==> config.mk <==
export PLATFORM = sky130hd
export DESIGN_NAME = rd_order_bridge
export DESIGN_NICKNAME = d
export VERILOG_FILES = /design/src/rtl/rd_order_pkg.sv /design/src/rtl/rob_fixed_lat_pipe.sv /design/src/rtl/rob_out_ctr.sv /design/src/rtl/rob_resp_mux.sv /design/src/rtl/rd_order_bridge.sv
export SDC_FILE = /design/constraint.sdc
export NUM_CORES = 1
export LEC_CHECK = 0
export CAP_MARGIN = 10
export CORE_MARGIN = 3
export CORE_UTILIZATION = 47
export CTS_CLUSTER_DIAMETER = 80
export DETAILED_ROUTE_END_ITERATION = 8
export DONT_BUFFER_PORTS = 1
export PLACE_DENSITY = 0.71
export SYNTH_ARGS = -nofsm -noshare
export SYNTH_HDL_FRONTEND = slang
export SYNTH_SLANG_ARGS = --single-unit
==> constraint.sdc <==
create_clock -name clk -period 6.2 [get_ports clk]
set_input_delay 0.62 -clock clk [delete_from_list [all_inputs] [get_ports clk]]
set_output_delay 0.62 -clock clk [all_outputs]
set_load 0.01 [all_outputs]
==> src/rtl/rd_order_pkg.sv <==
package rd_order_pkg;

    localparam int NUM_TGT = 2;

    typedef enum logic {
        TGT_FIXED = 1'b0,
        TGT_VAR   = 1'b1
    } tgt_e;

    function automatic tgt_e tgt_of(input logic sel_bit);
        return sel_bit ? TGT_VAR : TGT_FIXED;
    endfunction

endpackage

==> src/rtl/rob_fixed_lat_pipe.sv <==
module rob_fixed_lat_pipe #(
    parameter int LAT = 2
) (
    input  logic clk,
    input  logic rst,
    input  logic accept,
    output logic valid
);

    logic [LAT-1:0] stage_q;

    always_ff @(posedge clk) begin
        if (rst) stage_q <= '0;
        else     stage_q <= (stage_q << 1) | LAT'(accept);
    end

    assign valid = stage_q[LAT-1];

endmodule

==> src/rtl/rob_out_ctr.sv <==
module rob_out_ctr #(
    parameter int MAX_OUT = 8,
    parameter int CNT_W   = 4
) (
    input  logic clk,
    input  logic rst,
    input  logic inc,
    input  logic dec,
    output logic busy,
    output logic full
);

    logic [CNT_W-1:0] count_q;

    always_ff @(posedge clk) begin
        if (rst) begin
            count_q <= '0;
        end else begin
            case ({inc, dec})
                2'b10:   count_q <= count_q + 1'b1;
                2'b01:   count_q <= count_q - 1'b1;
                default: count_q <= count_q;
            endcase
        end
    end

    assign busy = (count_q != '0);
    assign full = (count_q == CNT_W'(MAX_OUT));

    // a new read may never be accepted on top of a full count
    assert_no_overflow_R8: assert property (@(posedge clk) disable iff (rst)
        (inc && !dec) |-> (count_q < CNT_W'(MAX_OUT)));

    // every returned response must belong to an outstanding read
    assert_no_orphan_resp_R9: assert property (@(posedge clk) disable iff (rst)
        dec |-> (count_q != '0));

endmodule

==> src/rtl/rob_resp_mux.sv <==
module rob_resp_mux #(
    parameter int NT     = 2,
    parameter int DATA_W = 32
) (
    input  logic                     clk,
    input  logic                     rst,
    input  logic [NT-1:0]            vld_i,
    input  logic [NT-1:0][DATA_W-1:0] dat_i,
    output logic                     vld_o,
    output logic [DATA_W-1:0]        dat_o
);

    always_comb begin
        dat_o = '0;
        for (int i = 0; i < NT; i++) begin
            if (vld_i[i]) dat_o = dat_o | dat_i[i];
        end
    end

    assign vld_o = |vld_i;

    // two targets returning in the same cycle would lose a response
    assert_no_collision_R9: assert property (@(posedge clk) disable iff (rst)
        $onehot0(vld_i));

endmodule

==> src/rtl/rd_order_bridge.sv <==
module rd_order_bridge
    import rd_order_pkg::*;
#(
    parameter int ADDR_W  = 16,
    parameter int DATA_W  = 32,
    parameter int SEL_BIT = 15,
    parameter int FIX_LAT = 2,
    parameter int MAX_OUT = 8
) (
    input  logic              clk,
    input  logic              rst,
    input  logic [ADDR_W-1:0] m_addr,
    input  logic              m_read,
    output logic              m_waitrequest,
    output logic [DATA_W-1:0] m_readdata,
    output logic              m_readdatavalid,
    output logic [ADDR_W-1:0] s_addr,
    output logic              fx_read,
    input  logic              fx_waitrequest,
    input  logic [DATA_W-1:0] fx_readdata,
    output logic              vr_read,
    input  logic              vr_waitrequest,
    input  logic [DATA_W-1:0] vr_readdata,
    input  logic              vr_readdatavalid
);

    localparam int CNT_W = $clog2(MAX_OUT + 1);

    tgt_e                            req_tgt;
    tgt_e                            last_tgt;
    logic [NUM_TGT-1:0]              busy;
    logic [NUM_TGT-1:0]              full;
    logic [NUM_TGT-1:0]              dn_wait;
    logic [NUM_TGT-1:0]              strobe;
    logic [NUM_TGT-1:0]              acc;
    logic [NUM_TGT-1:0]              rsp_v;
    logic [NUM_TGT-1:0][DATA_W-1:0]  rsp_d;
    logic                            fx_vld;
    logic                            switch_blk;
    logic                            stall;

    // target decode and ordering gate
    assign req_tgt    = tgt_of(m_addr[SEL_BIT]);
    assign dn_wait    = {vr_waitrequest, fx_waitrequest};
    assign switch_blk = (req_tgt != last_tgt) && busy[last_tgt];
    assign stall      = m_read && (switch_blk || full[req_tgt]);

    assign m_waitrequest = stall || (m_read && dn_wait[req_tgt]);
    assign strobe        = (m_read && !stall) ? (NUM_TGT'(1) << req_tgt) : '0;
    assign acc           = strobe & ~dn_wait;

    assign s_addr  = m_addr;
    assign fx_read = strobe[TGT_FIXED];
    assign vr_read = strobe[TGT_VAR];

    always_ff @(posedge clk) begin
        if (rst)       last_tgt <= TGT_FIXED;
        else if (|acc) last_tgt <= req_tgt;
    end

    // response timing of the fixed-latency target
    rob_fixed_lat_pipe #(.LAT(FIX_LAT)) u_fx_pipe (
        .clk    (clk),
        .rst    (rst),
        .accept (acc[TGT_FIXED]),
        .valid  (fx_vld)
    );

    assign rsp_v = {vr_readdatavalid, fx_vld};
    assign rsp_d = {vr_readdata, fx_readdata};

    // one outstanding-read counter per target
    for (genvar g = 0; g < NUM_TGT; g++) begin : g_ctr
        rob_out_ctr #(.MAX_OUT(MAX_OUT), .CNT_W(CNT_W)) u_ctr (
            .clk  (clk),
            .rst  (rst),
            .inc  (acc[g]),
            .dec  (rsp_v[g]),
            .busy (busy[g]),
            .full (full[g])
        );
    end

    rob_resp_mux #(.NT(NUM_TGT), .DATA_W(DATA_W)) u_mux (
        .clk   (clk),
        .rst   (rst),
        .vld_i (rsp_v),
        .dat_i (rsp_d),
        .vld_o (m_readdatavalid),
        .dat_o (m_readdata)
    );

    // ownership of in-flight reads is exclusive
    assert_single_owner_R9: assert property (@(posedge clk) disable iff (rst)
        !(busy[TGT_FIXED] && busy[TGT_VAR]));

    // never both strobes at once
    assert_one_strobe_R2: assert property (@(posedge clk) disable iff (rst)
        !(fx_read && vr_read));

    // an idle master is never stalled
    assert_idle_no_wait_R1: assert property (@(posedge clk) disable iff (rst)
        !m_read |-> !m_waitrequest);

endmodule

# [Word level (Yosys, flattened, before mapping)]
# Cells that the tools add are included.
[totals] wordCells=47 in_bits=86 out_inout_bits=52 ff_bits=11
[op_classes] shifts=1 bitwise_logic=4 reduce_logical=13 n_addsub=4 eq_ne=7 muxes=12 n_lt_le_gt_ge=2
[op_table] op="2-to-1 mux 32 bit" count=2
[op_table] op="OR 32 bit" count=1
[op_table] op="case mux 4 bit (2 select lines)" count=2
[op_table] op="adder 4 x 1 -> 4 bit (second input constant)" count=2
[op_table] op="== test 4 bit (second input constant)" count=2
[op_table] op="nonzero test 4 bit" count=2
[op_table] op="subtractor 4 x 1 -> 4 bit (second input constant)" count=2
[op_table] op="2-to-1 mux 1 bit" count=7
[op_table] op="== test 2 x 1 -> 1 bit (second input constant)" count=2
[op_table] op="== test 2 bit (second input constant)" count=2
[op_table] op="logical AND 1 bit" count=4
[op_table] op="< comparator 1 x 2 -> 1 bit (second input constant)" count=2
[op_table] op="nonzero test 2 bit" count=2
[op_table] op="OR reduction 2 bit" count=2
[op_table] op="AND 2 bit" count=1
[op_table] op="logical OR 1 bit" count=2
[op_table] op="2-to-1 mux 2 bit" count=1
[op_table] op="inverter 2 bit" count=1
[op_table] op="OR 2 x 1 -> 2 bit" count=1
[op_table] op="<< shifter 1 x 1 -> 2 bit (first input constant)" count=1
[op_table] op="zero test 1 bit" count=1
[op_table] op="!= test 1 bit" count=1

# [Depth between registers and ports, before layout]
# Gate-level depths: netlist (run 1).
[depth] ltp_word=12 depth_mapped=12 depth_no_buf=11

# [Cells and area by module]
# A second synthesis (run 1) with hierarchy kept.
[unflattened] cells_unflattened=137 hier_area_um2=1246.2
[by_module_without_submodules] module="rob_out_ctr" n_inst=2 seq_area_each_um2=80.1 area_per_inst_um2=272.8 cells_per_inst=30
[by_module_without_submodules] module="rob_resp_mux" n_inst=1 seq_area_each_um2=0.0 area_per_inst_um2=376.6 cells_per_inst=41
[by_module_without_submodules] module="rd_order_bridge" n_inst=1 seq_area_each_um2=20.0 area_per_inst_um2=271.5 cells_per_inst=32
[by_module_without_submodules] module="rob_fixed_lat_pipe" n_inst=1 seq_area_each_um2=40.0 area_per_inst_um2=52.6 cells_per_inst=4

# [Least setup slack after synthesis (run 1)]
# No wires, ideal clock.
[synth_path] path_kind="input to register" start="in m_addr[15]" end="reg g_ctr[0].u_ctr.count_q[3]" stages=12 t_required_ps=6129 t_arrival_ps=2808 setup_slack_ps=3321 setup_ps=71 path_buffers=1 cell_sequence="clkbuf_2 o21ai_0 mux2_2 nand3_2 or3_4 ha_1 ha_1 a21o_1 a21oi_1 xnor2_1 or3_1 a21oi_1"
[synth_via] elab_chain_len=11 word_cells_on_any_way=16 classes_between="3 x eq/ne; 1 x shift; 5 x mux; 1 x bitwise; 6 x reduce/logical"
[synth_lines] element="start: declaration" line="rd_order_bridge.sv:12" text="input logic [ADDR_W-1:0] m_addr,"
[synth_lines] element="2-to-1 mux 1 bit (*)" line="rd_order_pkg.sv:11" text="return sel_bit ? TGT_VAR : TGT_FIXED;"
[synth_lines] element="2-to-1 mux 1 bit (not written as such) or != test 1 bit (tied branches)" line="rd_order_bridge.sv:46, rd_order_bridge.sv:45"
[synth_lines] element="2-to-1 mux 1 bit (not written as such) or logical AND 1 bit (tied branches)" line="rd_order_bridge.sv:46, rd_order_bridge.sv:45"
[synth_lines] element="logical OR 1 bit" line="rd_order_bridge.sv:46" text="assign stall = m_read && (switch_blk || full[req_tgt]);"
[synth_lines] element="logical AND 1 bit" line="rd_order_bridge.sv:46"
[synth_lines] element="zero test 1 bit" line="rd_order_bridge.sv:49" text="assign strobe = (m_read && !stall) ? (NUM_TGT'(1) << req_tgt) : '0;"
[synth_lines] element="logical AND 1 bit" line="rd_order_bridge.sv:49"
[synth_lines] element="2-to-1 mux 2 bit (*)" line="rd_order_bridge.sv:49"
[synth_lines] element="AND 2 bit (*)" line="rd_order_bridge.sv:50" text="assign acc = strobe & ~dn_wait;"
[synth_lines] element="== test 2 x 1 -> 1 bit or == test 2 bit (tied branches)" line="rob_out_ctr.sv:19" text="case ({inc, dec})"
[synth_lines] element="case mux 4 bit (2 select lines) or nonzero test 2 bit (tied branches)"
[synth_lines] element="end signal: assignment" line="rob_out_ctr.sv:20" text="2'b10: count_q <= count_q + 1'b1;"
[synth_lines] element="end signal: assignment" line="rob_out_ctr.sv:21" text="2'b01: count_q <= count_q - 1'b1;"
[synth_lines] element="end signal: assignment" line="rob_out_ctr.sv:22" text="default: count_q <= count_q;"
[synth_lines] element="end: declaration" line="rob_out_ctr.sv:13" text="logic [CNT_W-1:0] count_q;"
# Every way passes the cells marked *; elsewhere a longest branch is shown, timed or not. The select of a mux whose other input is x is not followed.
# A chain may end at the register's enable or synchronous reset.

# [Worst setup path in the final report (run 1)]
[layout_path] start="reg g_ctr[0].u_ctr.count_q[1]" end="reg g_ctr[0].u_ctr.count_q[3]"
[layout_via] elab_chain_len=12 word_cells_on_any_way=19 classes_between="2 x add/sub; 3 x eq/ne; 6 x mux; 1 x bitwise; 7 x reduce/logical"
[layout_lines] element="nonzero test 4 bit" line="rob_out_ctr.sv:27" text="assign busy = (count_q != '0);"
[layout_lines] element="2-to-1 mux 1 bit (not written as such) (2 in series)" line="rd_order_bridge.sv:45" text="assign switch_blk = (req_tgt != last_tgt) && busy[last_tgt];"
[layout_lines] element="logical AND 1 bit" line="rd_order_bridge.sv:45"
[layout_lines] element="logical OR 1 bit" line="rd_order_bridge.sv:46"
[layout_lines] element="logical AND 1 bit" line="rd_order_bridge.sv:46"
[layout_lines] element="zero test 1 bit" line="rd_order_bridge.sv:49"
[layout_lines] element="logical AND 1 bit" line="rd_order_bridge.sv:49"
[layout_lines] element="2-to-1 mux 2 bit" line="rd_order_bridge.sv:49"
[layout_lines] element="AND 2 bit" line="rd_order_bridge.sv:50"
[layout_lines] element="== test 2 x 1 -> 1 bit or == test 2 bit (tied branches)" line="rob_out_ctr.sv:19"
[layout_lines] element="case mux 4 bit (2 select lines) or nonzero test 2 bit (tied branches)"
# Several ways; a longest one is shown, not always the timed one. The select of a mux whose other input is x is not followed.

==> impl_metrics.ini, run 1 <==
[detailed_routing]
drtAntennaViolNets = 0
wl_met3_um = 862
wire_per_inst_um = 27.1
drt-pass1-iter-count = 4
wl_met1_um = 1320
vias = 955
wl_met2_um = 1550
vias_per_cell = 6.73
highest_layer = met4
remaining_drc_errors = 0
wirelength_um = 3840
drtIter0Drc = 16

[setup_path]
crit_buf_inv = 0
reg2reg_from = g_ctr[0].u_ctr.count_q[1]
path_class = flop to flop
cp_max_fo = 5
rrSetupSlack_ps = 3240
crit_required_ps = 6400
crit_family = simple AND/OR/NAND/NOR gates
crit_path_end_kind = flop
reg2regPathDepth = 11
path_cells = or4_4 > o211ai_2 > nand3_2 > or3_4 > ha_1 > ha_1 > a21o_1 > a21oi_1 > xnor2_1 > or3_1 > a21oi_1
start_kind = flop
critical-path-max-stage-delay_ps = 540
crit_arrival_ps = 3160
r2r-end = g_ctr[0].u_ctr.count_q[3]
slowest_stage = or4_4

[timing]
slew_violations = 0
max_freq_mhz = 338
setup_slack_ps = 3240
fin_skew_ps = 0.815
fin_crit_ps = 2960
fin_crit_sh_pct = 47.7
hold_slack_ps = 414
rsz0062_at_grt = no
tightestPinTransition_ps = 1010
hold_viol = 0
finalSetupViolCount = 0
tns_ps = 0
slew_headroom_pct = 32.6

[global_route]
grt_max_degree = 35
antenna_found_initial = 0
grt_pass1_wl_um = 4570
grt_pass1_vias = 781
grt_usage_pct = 23.8
overflow = 0

[die]
ioPinCount = 138
dieArea_um2 = 3010
die_w_um = 54.9
coreArea_um2 = 2230
initial_core_util_pct = 50.3
rows = 17
dieHeight_um = 54.9

[yosys]
yosys.cell_count.top_type = a22o_1
ys.flop_type = dfxtp_1
ys_types = 30
synth-seq-area-share_pct = 19.6
syn_inst = 136
syn_nets = 230
synth.area.top_cells = a22o_1 25%, dfxtp_1 20%, buf_4 11%
synthArstFlopShare_pct = 0
syn_area_um2 = 1120
synth_warnings = 0
synth-edff-count = 0
synth.avg_cell_area_um2 = 8.26
yosysTopAreaCell = a22o_1
ys_ff_latch = 11
synthTopCellsByCount = 32 x a22o_1, 16 x buf_4, 11 x dfxtp_1, 11 x nor2_1
netlist.area_leader.share_pct = 24.9

[clock_network]
h-tree-depth = 1
clockBufferDepth = 2
cts_num_sinks = 11
cts-resized-gates = 0
worstSkewPairLatency_ps = 270
clockRootBuffer = clkbuf_4
path_clk_slew_ps = 70
tritoncts = yes
cts_buffers = 3
cts_hold_buffers = 0
post_cts_buffers = 0

[power]
p_per_area_nw_per_um2 = 196
leakagePower_nw = 0.456
peakVddDrop_mv = 0.0768
p_total_uw = 201

[final_layout]
fillCellCount = 213
drive_gt1_share_pct = 7.89
area_growth_pct = -8.69
stdcell_area_um2 = 1030
nNetsFinal = 209
final_util_pct = 45.9
antennaDiodeCount = 0
layout.cells.non_filler = 142

[worst_hold_path]
worst_hold_path_type = primary input to flop
hold_start = rst
whs_path_depth = 1
worstHoldEndpoint = u_fx_pipe.stage_q[0]

[place]
dpl_worst_slack_ps = 3250
dpl.hpwl_um = 3300
globalplace.congestion = 0.812
dp_cells = 138
port_buffers = 0
place_area_um2 = 1000

[outcome]
status = completed

[flow_run]
cap_violations = 0
-- routing by layer --
layer  global-route usage (%)  up-vias
li1                         -      436
met4                     12.1        0
met3                     24.4        8
met1                     24.9      435
met5                        0        -
met2                     29.9       76
-- where the power goes --
| part | internal, mW | switching (mW) | total (mW) |
|---|---|---|---|
| clock | 0.0249 | 0.0234 | 0.0483 |
| sequential | 0.0775 | 0.00774 | 0.0852 |
| combinational | 0.0315 | 0.0362 | 0.0677 |
| total | 0.134 | 0.0673 | 0.201 |
-- placed cells by master (no fill, tap or decap), types with 2 or more instances in the layout --
| cell type | synthesis | final |
|---|---|---|
| a21o_1 | 2 | 2 |
| a21oi_1 | 9 | 9 |
| a22o_1 | 32 | 32 |
| clkbuf_4 | 0 | 3 |
| dfxtp_1 | 11 | 11 |
| fa_1 | 2 | 2 |
| ha_1 | 6 | 6 |
| inv_1 | 8 | 8 |
| nor2_1 | 11 | 11 |
| nor3_1 | 2 | 2 |
| o21ai_0 | 4 | 4 |
| or2_1 | 2 | 2 |
| or3_1 | 2 | 2 |
| xnor2_1 | 2 | 2 |
| xor2_1 | 4 | 4 |
-- cell families after synthesis --
kind of cell | Yosys count | synth area share, %
AO/OA/AOI/OAI | 50 | 34.5
buffers and inverters | 34 | 16.8
AND/OR/NAND/NOR | 25 | 12.3
flip-flops | 11 | 19.6
adder cells (fa/ha/maj) | 8 | 10.2
XOR/XNOR | 6 | 4.68
multiplexers | 2 | 1.89
-- worst max path at each step --
| stage | startpoint | end | cells past startpoint |
|---|---|---|---|
| floorplan | m_addr[15] | g_ctr[0].u_ctr.count_q[3] | 12 |
| global placement | g_ctr[0].u_ctr.count_q[1] | g_ctr[0].u_ctr.count_q[3] | 11 |
| detailed placement | g_ctr[0].u_ctr.count_q[1] | g_ctr[0].u_ctr.count_q[3] | 11 |
| CTS | g_ctr[0].u_ctr.count_q[1] | g_ctr[0].u_ctr.count_q[3] | 11 |
| global route | g_ctr[0].u_ctr.count_q[1] | g_ctr[0].u_ctr.count_q[3] | 11 |
| finish | g_ctr[0].u_ctr.count_q[1] | g_ctr[0].u_ctr.count_q[3] | 11 |
-- final cells by class --
class                   instances  area, um2  share of cell area [%]
flip-flops and latches         11        220                    21.5
inverters                       8       30.0                    2.93
clock buffers                   4       26.3                    2.56
well taps                      28       35.0                    3.41
multi-input cells              91        714                    69.6
-- worst reg2reg max path: stages (launching register included) --
cell,delay (ps)
dfxtp_1,350
or4_4,540
o211ai_2,110
nand3_2,130
or3_4,360
ha_1,230
ha_1,280
a21o_1,170
a21oi_1,160
xnor2_1,100
or3_1,320
a21oi_1,140
-- sequential cells by signal, summed over array words and instances (netlist names) --
signal / cells
g_ctr.u_ctr.count_q: 8
u_fx_pipe.stage_q: 2
last_tgt: 1
Note: power is estimated with default switching activity, not from simulation.
==> run 2, diff against run 1 <==
PLACE_DENSITY = 0.73   (was 0.71)
clock period = 2.5 ns   (was 6.2 ns; I/O delays follow)
==> impl_metrics.ini, run 2 (synthesis results as in run 1) <==
[outcome]
status = finished, violations left
violations = negative setup slack

[timing]
max_freq_mhz = 359
fin_skew_ps = 10.2
rsz0062_at_grt = yes
hold_viol = 0
tns_ps = -543
slew_headroom_pct = 76.3
tightestPinTransition_ps = 354
setup_slack_ps = -282
hold_slack_ps = 29.7
slew_violations = 0
fin_crit_sh_pct = 111
finalSetupViolCount = 3
fin_crit_ps = 2780

[setup_path]
cp_max_fo = 3
crit_arrival_ps = 2990
rrSetupSlack_ps = -280
r2r-end = g_ctr[0].u_ctr.count_q[3]
path_cells = or4_4 > o211ai_4 > nand3_2 > or3_4 > ha_4 > ha_4 > a21o_1 > a21oi_2 > xnor2_1 > or3_1 > a21oi_1
reg2regPathDepth = 11
slowest_stage = or4_4
critPathMostFrequentCell = ha_4
start_kind = flop
reg2reg_from = g_ctr[0].u_ctr.count_q[2]
critical-path-max-stage-delay_ps = 540
path_class = flop to flop
crit_path_end_kind = flop
crit_required_ps = 2710

[final_layout]
layout.cells.non_filler = 161
final_cell_mix = 32 x a22o_1, 17 x buf_4, 11 x nor2_1, 8 x dfxtp_1, 7 x a21oi_1
antennaDiodeCount = 0
stdcell_area_um2 = 1250
drive_gt1_share_pct = 30.1
largest_reg_flops = 8
max_flop_register = g_ctr.u_ctr.count_q
nNetsFinal = 228
final_common_cell = a22o_1
reg_top3 = g_ctr.u_ctr.count_q: 8 flops, u_fx_pipe.stage_q: 2 flops, last_tgt: 1 flops
area_growth_pct = 11.1

[place]
globalplace.congestion = 0.875
dp_cells = 151
port_buffers = 0
dpl.hpwl_um = 3440
place_area_um2 = 1130

[clock_network]
clockRootBuffer = clkbuf_4
h-tree-depth = 1
path_clk_slew_ps = 80
tritoncts = yes
cts_buffers = 3
worstSkewPairLatency_ps = 270
clockBufferDepth = 2
cts_hold_buffers = 0
cts_num_sinks = 11

[detailed_routing]
wirelength_um = 4090
wire_per_inst_um = 25.4
drt-pass1-iter-count = 4
drtAntennaViolNets = 0
remaining_drc_errors = 0
vias = 1036
drtIter0Drc = 23
vias_per_cell = 6.43

[power]
leakagePower_nw = 0.562
p_switching_uw = 196
peakVddDrop_mv = 0.336
seqPwrFrac_pct = 34.7
power_frac_clock_pct = 21.0
p_int_uw = 387
p_per_area_nw_per_um2 = 467
p_total_uw = 583
p_comb_share_pct = 44.3
switching_share_pct = 33.6

[global_route]
grt_pass1_wl_um = 5040
grt_pass1_vias = 962
antenna_found_initial = 0
grt_usage_pct = 25.9
grt_max_degree = 35
overflow = 0

[worst_hold_path]
whs_path_depth = 1
hold_start = rst
worstHoldEndpoint = g_ctr[0].u_ctr.count_q[2]
worst_hold_path_type = primary input to flop

[die]
coreArea_um2 = 2230
ioPinCount = 138
dieArea_um2 = 3010
rows = 17
dieHeight_um = 54.9
die_w_um = 54.9
initial_core_util_pct = 50.3

[flow_run]
cap_violations = 0
==> run 2: layer usage <==
layer | up-vias | global-route usage [%] | share of wire (%)
li1 | 474 | - | -
met4 | 0 | 16.2 | 4.8
met3 | 21 | 21.7 | 19
met2 | 72 | 36.8 | 43
met5 | - | 0 | 0
met1 | 469 | 25.4 | 33
==> run 2: worst max-delay path: cells and delay by family, from the launching register on <==
kind / cells / cell delay, ps
adder cells (fa/ha/maj): 2 / 390
XOR/XNOR: 1 / 100
AO/OA/AOI/OAI: 4 / 530
flip-flops: 1 / 320
AND/OR/NAND/NOR: 4 / 1380
==> run 2: timing repair <==
item                                    in CTS  in global routing
endpoints found under the setup margin       4                  8
gates resized for setup                      3                  9
pin swaps                                    1                  8
buffers inserted                             8                  2
==> run 2: worst max path at each step <==
stage                                     end  slack, ps                 startpoint  cells after the start
floorplan           g_ctr[0].u_ctr.count_q[3]       -140  g_ctr[0].u_ctr.count_q[3]                     11
global placement    g_ctr[1].u_ctr.count_q[3]       -170  g_ctr[0].u_ctr.count_q[3]                     11
detailed placement  g_ctr[0].u_ctr.count_q[3]       -260  g_ctr[0].u_ctr.count_q[3]                     11
CTS                 g_ctr[0].u_ctr.count_q[3]       -240  g_ctr[0].u_ctr.count_q[3]                     11
global route        g_ctr[0].u_ctr.count_q[3]       -400  g_ctr[0].u_ctr.count_q[2]                     11
finish              g_ctr[0].u_ctr.count_q[3]       -280  g_ctr[0].u_ctr.count_q[2]                     11
==> run 2: power by group through the flow <==
stage	clock network (mW)	logic (mW)	registers, mW
2_1_floorplan	0	0.188	0.208
6_report	0.123	0.258	0.202
3_5_place_dp	0	0.217	0.206
3_3_place_gp	0	0.208	0.205
5_1_grt	0.138	0.287	0.204
4_1_cts	0.125	0.246	0.202
==> run 2: area by class of cell <==
type,instances,area [um2]
Multi-Input combinational cell,91,778
Sequential cell,11,224
Fill cell,196,985
Timing Repair Buffer,19,150
Clock buffer,4,26.3
Tap cell,28,35.0
Inverter,8,35.0
==> run 2: metrics by stage <==
step	utilization [%]	worst slack, ps
global route	55.9	-402
CTS	55.1	-237
floorplan	-	-139
detailed placement	50.5	-258
global placement	50.5	-169
finish	55.9	-282
==> run 3, diff against run 2 <==
clock period = 2.25 ns   (was 2.5 ns; I/O delays follow)
==> impl_metrics.ini, run 3 (synthesis results as in run 1) <==
[outcome]
status = finished, violations left
violations = negative setup slack

[place]
port_buffers = 0
dpl.hpwl_um = 3410
place_area_um2 = 1170
globalplace.congestion = 0.878

[timing]
fin_crit_ps = 2730
rsz0062_at_grt = yes
hold_viol = 0
slew_headroom_pct = 76.9
max_freq_mhz = 366
finalSetupViolCount = 6
fin_skew_ps = 4.37
tightestPinTransition_ps = 344
fin_crit_sh_pct = 121
setup_slack_ps = -479
slew_violations = 0
hold_slack_ps = 20.0

[final_layout]
nNetsFinal = 232
final_cell_mix = 32 x a22o_1, 17 x buf_4, 11 x nor2_1, 9 x dfxtp_1
drive_gt1_share_pct = 31.4
max_flop_register = g_ctr.u_ctr.count_q
register_area_um2 = 223
final_common_cell = a22o_1
stdcell_area_um2 = 1310
multi_input_area_um2 = 800
fillCellCount = 203
reg_top3 = g_ctr.u_ctr.count_q: 8 flops, u_fx_pipe.stage_q: 2 flops, last_tgt: 1 flops
largest_reg_flops = 8
antennaDiodeCount = 0
area_growth_pct = 16.7

[clock_network]
clockBufferDepth = 2
worstSkewPairLatency_ps = 270
path_clk_slew_ps = 70
cts_num_sinks = 11
tritoncts = yes
h-tree-depth = 1
clockRootBuffer = clkbuf_4
cts_buffers = 3

[die]
dieArea_um2 = 3010
initial_core_util_pct = 50.3
die_w_um = 54.9
ioPinCount = 138
dieHeight_um = 54.9
rows = 17
coreArea_um2 = 2230

[global_route]
grt_pass1_vias = 1010
grt_max_degree = 35
antenna_found_initial = 0
overflow = 0
grt_usage_pct = 26.4
busiest_layer = met2
gr-usage-met3_pct = 22.5
grt_pass1_wl_um = 5160
grtUsageMet2_pct = 36.8
met1_usage_pct = 26.1

[detailed_routing]
remaining_drc_errors = 0
vias_per_cell = 6.25
vias = 1032
drtIter0Drc = 12
wirelength_um = 4030
wire_per_inst_um = 24.4
drtAntennaViolNets = 0
drt-pass1-iter-count = 4

[flow_run]
cap_violations = 0

[power]
p_total_uw = 648
switching_share_pct = 33.4
p_int_uw = 432
p_per_area_nw_per_um2 = 495
p_comb_share_pct = 44.7
p_switching_uw = 217
peakVddDrop_mv = 0.402
leakagePower_nw = 0.566
seqPwrFrac_pct = 34.6
power_frac_clock_pct = 20.7

[setup_path]
startpoint = g_ctr[0].u_ctr.count_q[1]
cp_max_fo = 3
path_class = flop to flop
reg2reg_from = g_ctr[0].u_ctr.count_q[1]
crit_path_end_kind = flop
crit_required_ps = 2450
crit_arrival_ps = 2930
reg2regPathDepth = 11
start_kind = flop

[worst_hold_path]
whs_path_depth = 1
hold_start = rst
worst_hold_path_type = primary input to flop
## run 3: cell types whose count changed in the layout (fill, tap and decap cells not counted)
cell | before | now
ha_4 | 3 | 5
buf_6 | 2 | 4
dfxtp_1 | 8 | 9
dlygate4sd3_1 | 0 | 2
a21oi_1 | 7 | 6
a21oi_2 | 2 | 3
dfxtp_2 | 3 | 2
ha_1 | 2 | 0
xor2_1 | 3 | 4
xor2_2 | 1 | 0
## run 3: worst paths after layout
path	to	slack, ps
setup reg to reg	g_ctr[0].u_ctr.count_q[3]	-480
setup / recovery	g_ctr[0].u_ctr.count_q[3]	-480
hold reg to reg	u_fx_pipe.stage_q[1]	450
hold / removal	g_ctr[0].u_ctr.count_q[1]	20
## run 3: cell type report
cell class / count / share of cell area (%)
sequential: 11 / 17.0
timing repair buffer: 23 / 14.7
tap: 28 / 2.67
inverter: 8 / 2.67
multi-input combinational: 91 / 61.0
clock buffer: 4 / 2.00
## run 3: repair_timing
| action | CTS | global route |
|---|---|---|
| endpoints found under the hold margin | 0 | 2 |
| cloned | 0 | 0 |
| resized for setup | 13 | 2 |
| buffers inserted | 2 | 0 |
| endpoints found under the setup margin | 6 | 6 |
| hold buffers | 0 | 2 |
| pin swaps | 17 | 13 |
## run 3: layer usage
metal	routed length (um)	vias up
li1	-	482
met1	1360	467
met2	1730	63
met3	766	20
met4	170	0
met5	0	-
## run 3: stage by stage
step	TNS [ps]	instances	setup WS (ps)	utilization, %
after floorplan	-959	136	-389	-
after global placement	-1610	157	-420	52.5
after detailed placement	-1870	157	-501	52.5
after CTS	-1800	163	-470	57.1
after global routing	-2590	165	-588	58.7
final	-1870	165	-479	58.7
## run 3: power by group through the flow
stage                     logic (mW)  clock network, mW  registers (mW)
after floorplan                0.209                  0           0.232
after global placement         0.243                  0           0.228
after detailed placement       0.255                  0           0.229
after CTS                      0.282              0.139           0.224
after global routing           0.320              0.147           0.226
final                          0.290              0.134           0.224
## run 3: worst max-delay path: stages (launching register included)
cell and delay, ps:
dfxtp_2 320, or4_4 540, o211ai_4 100, nand3_2 90
or3_4 350, ha_4 180, ha_4 200, a21o_1 160
a21oi_2 160, xnor2_1 100, or3_1 330, a21oi_2 120
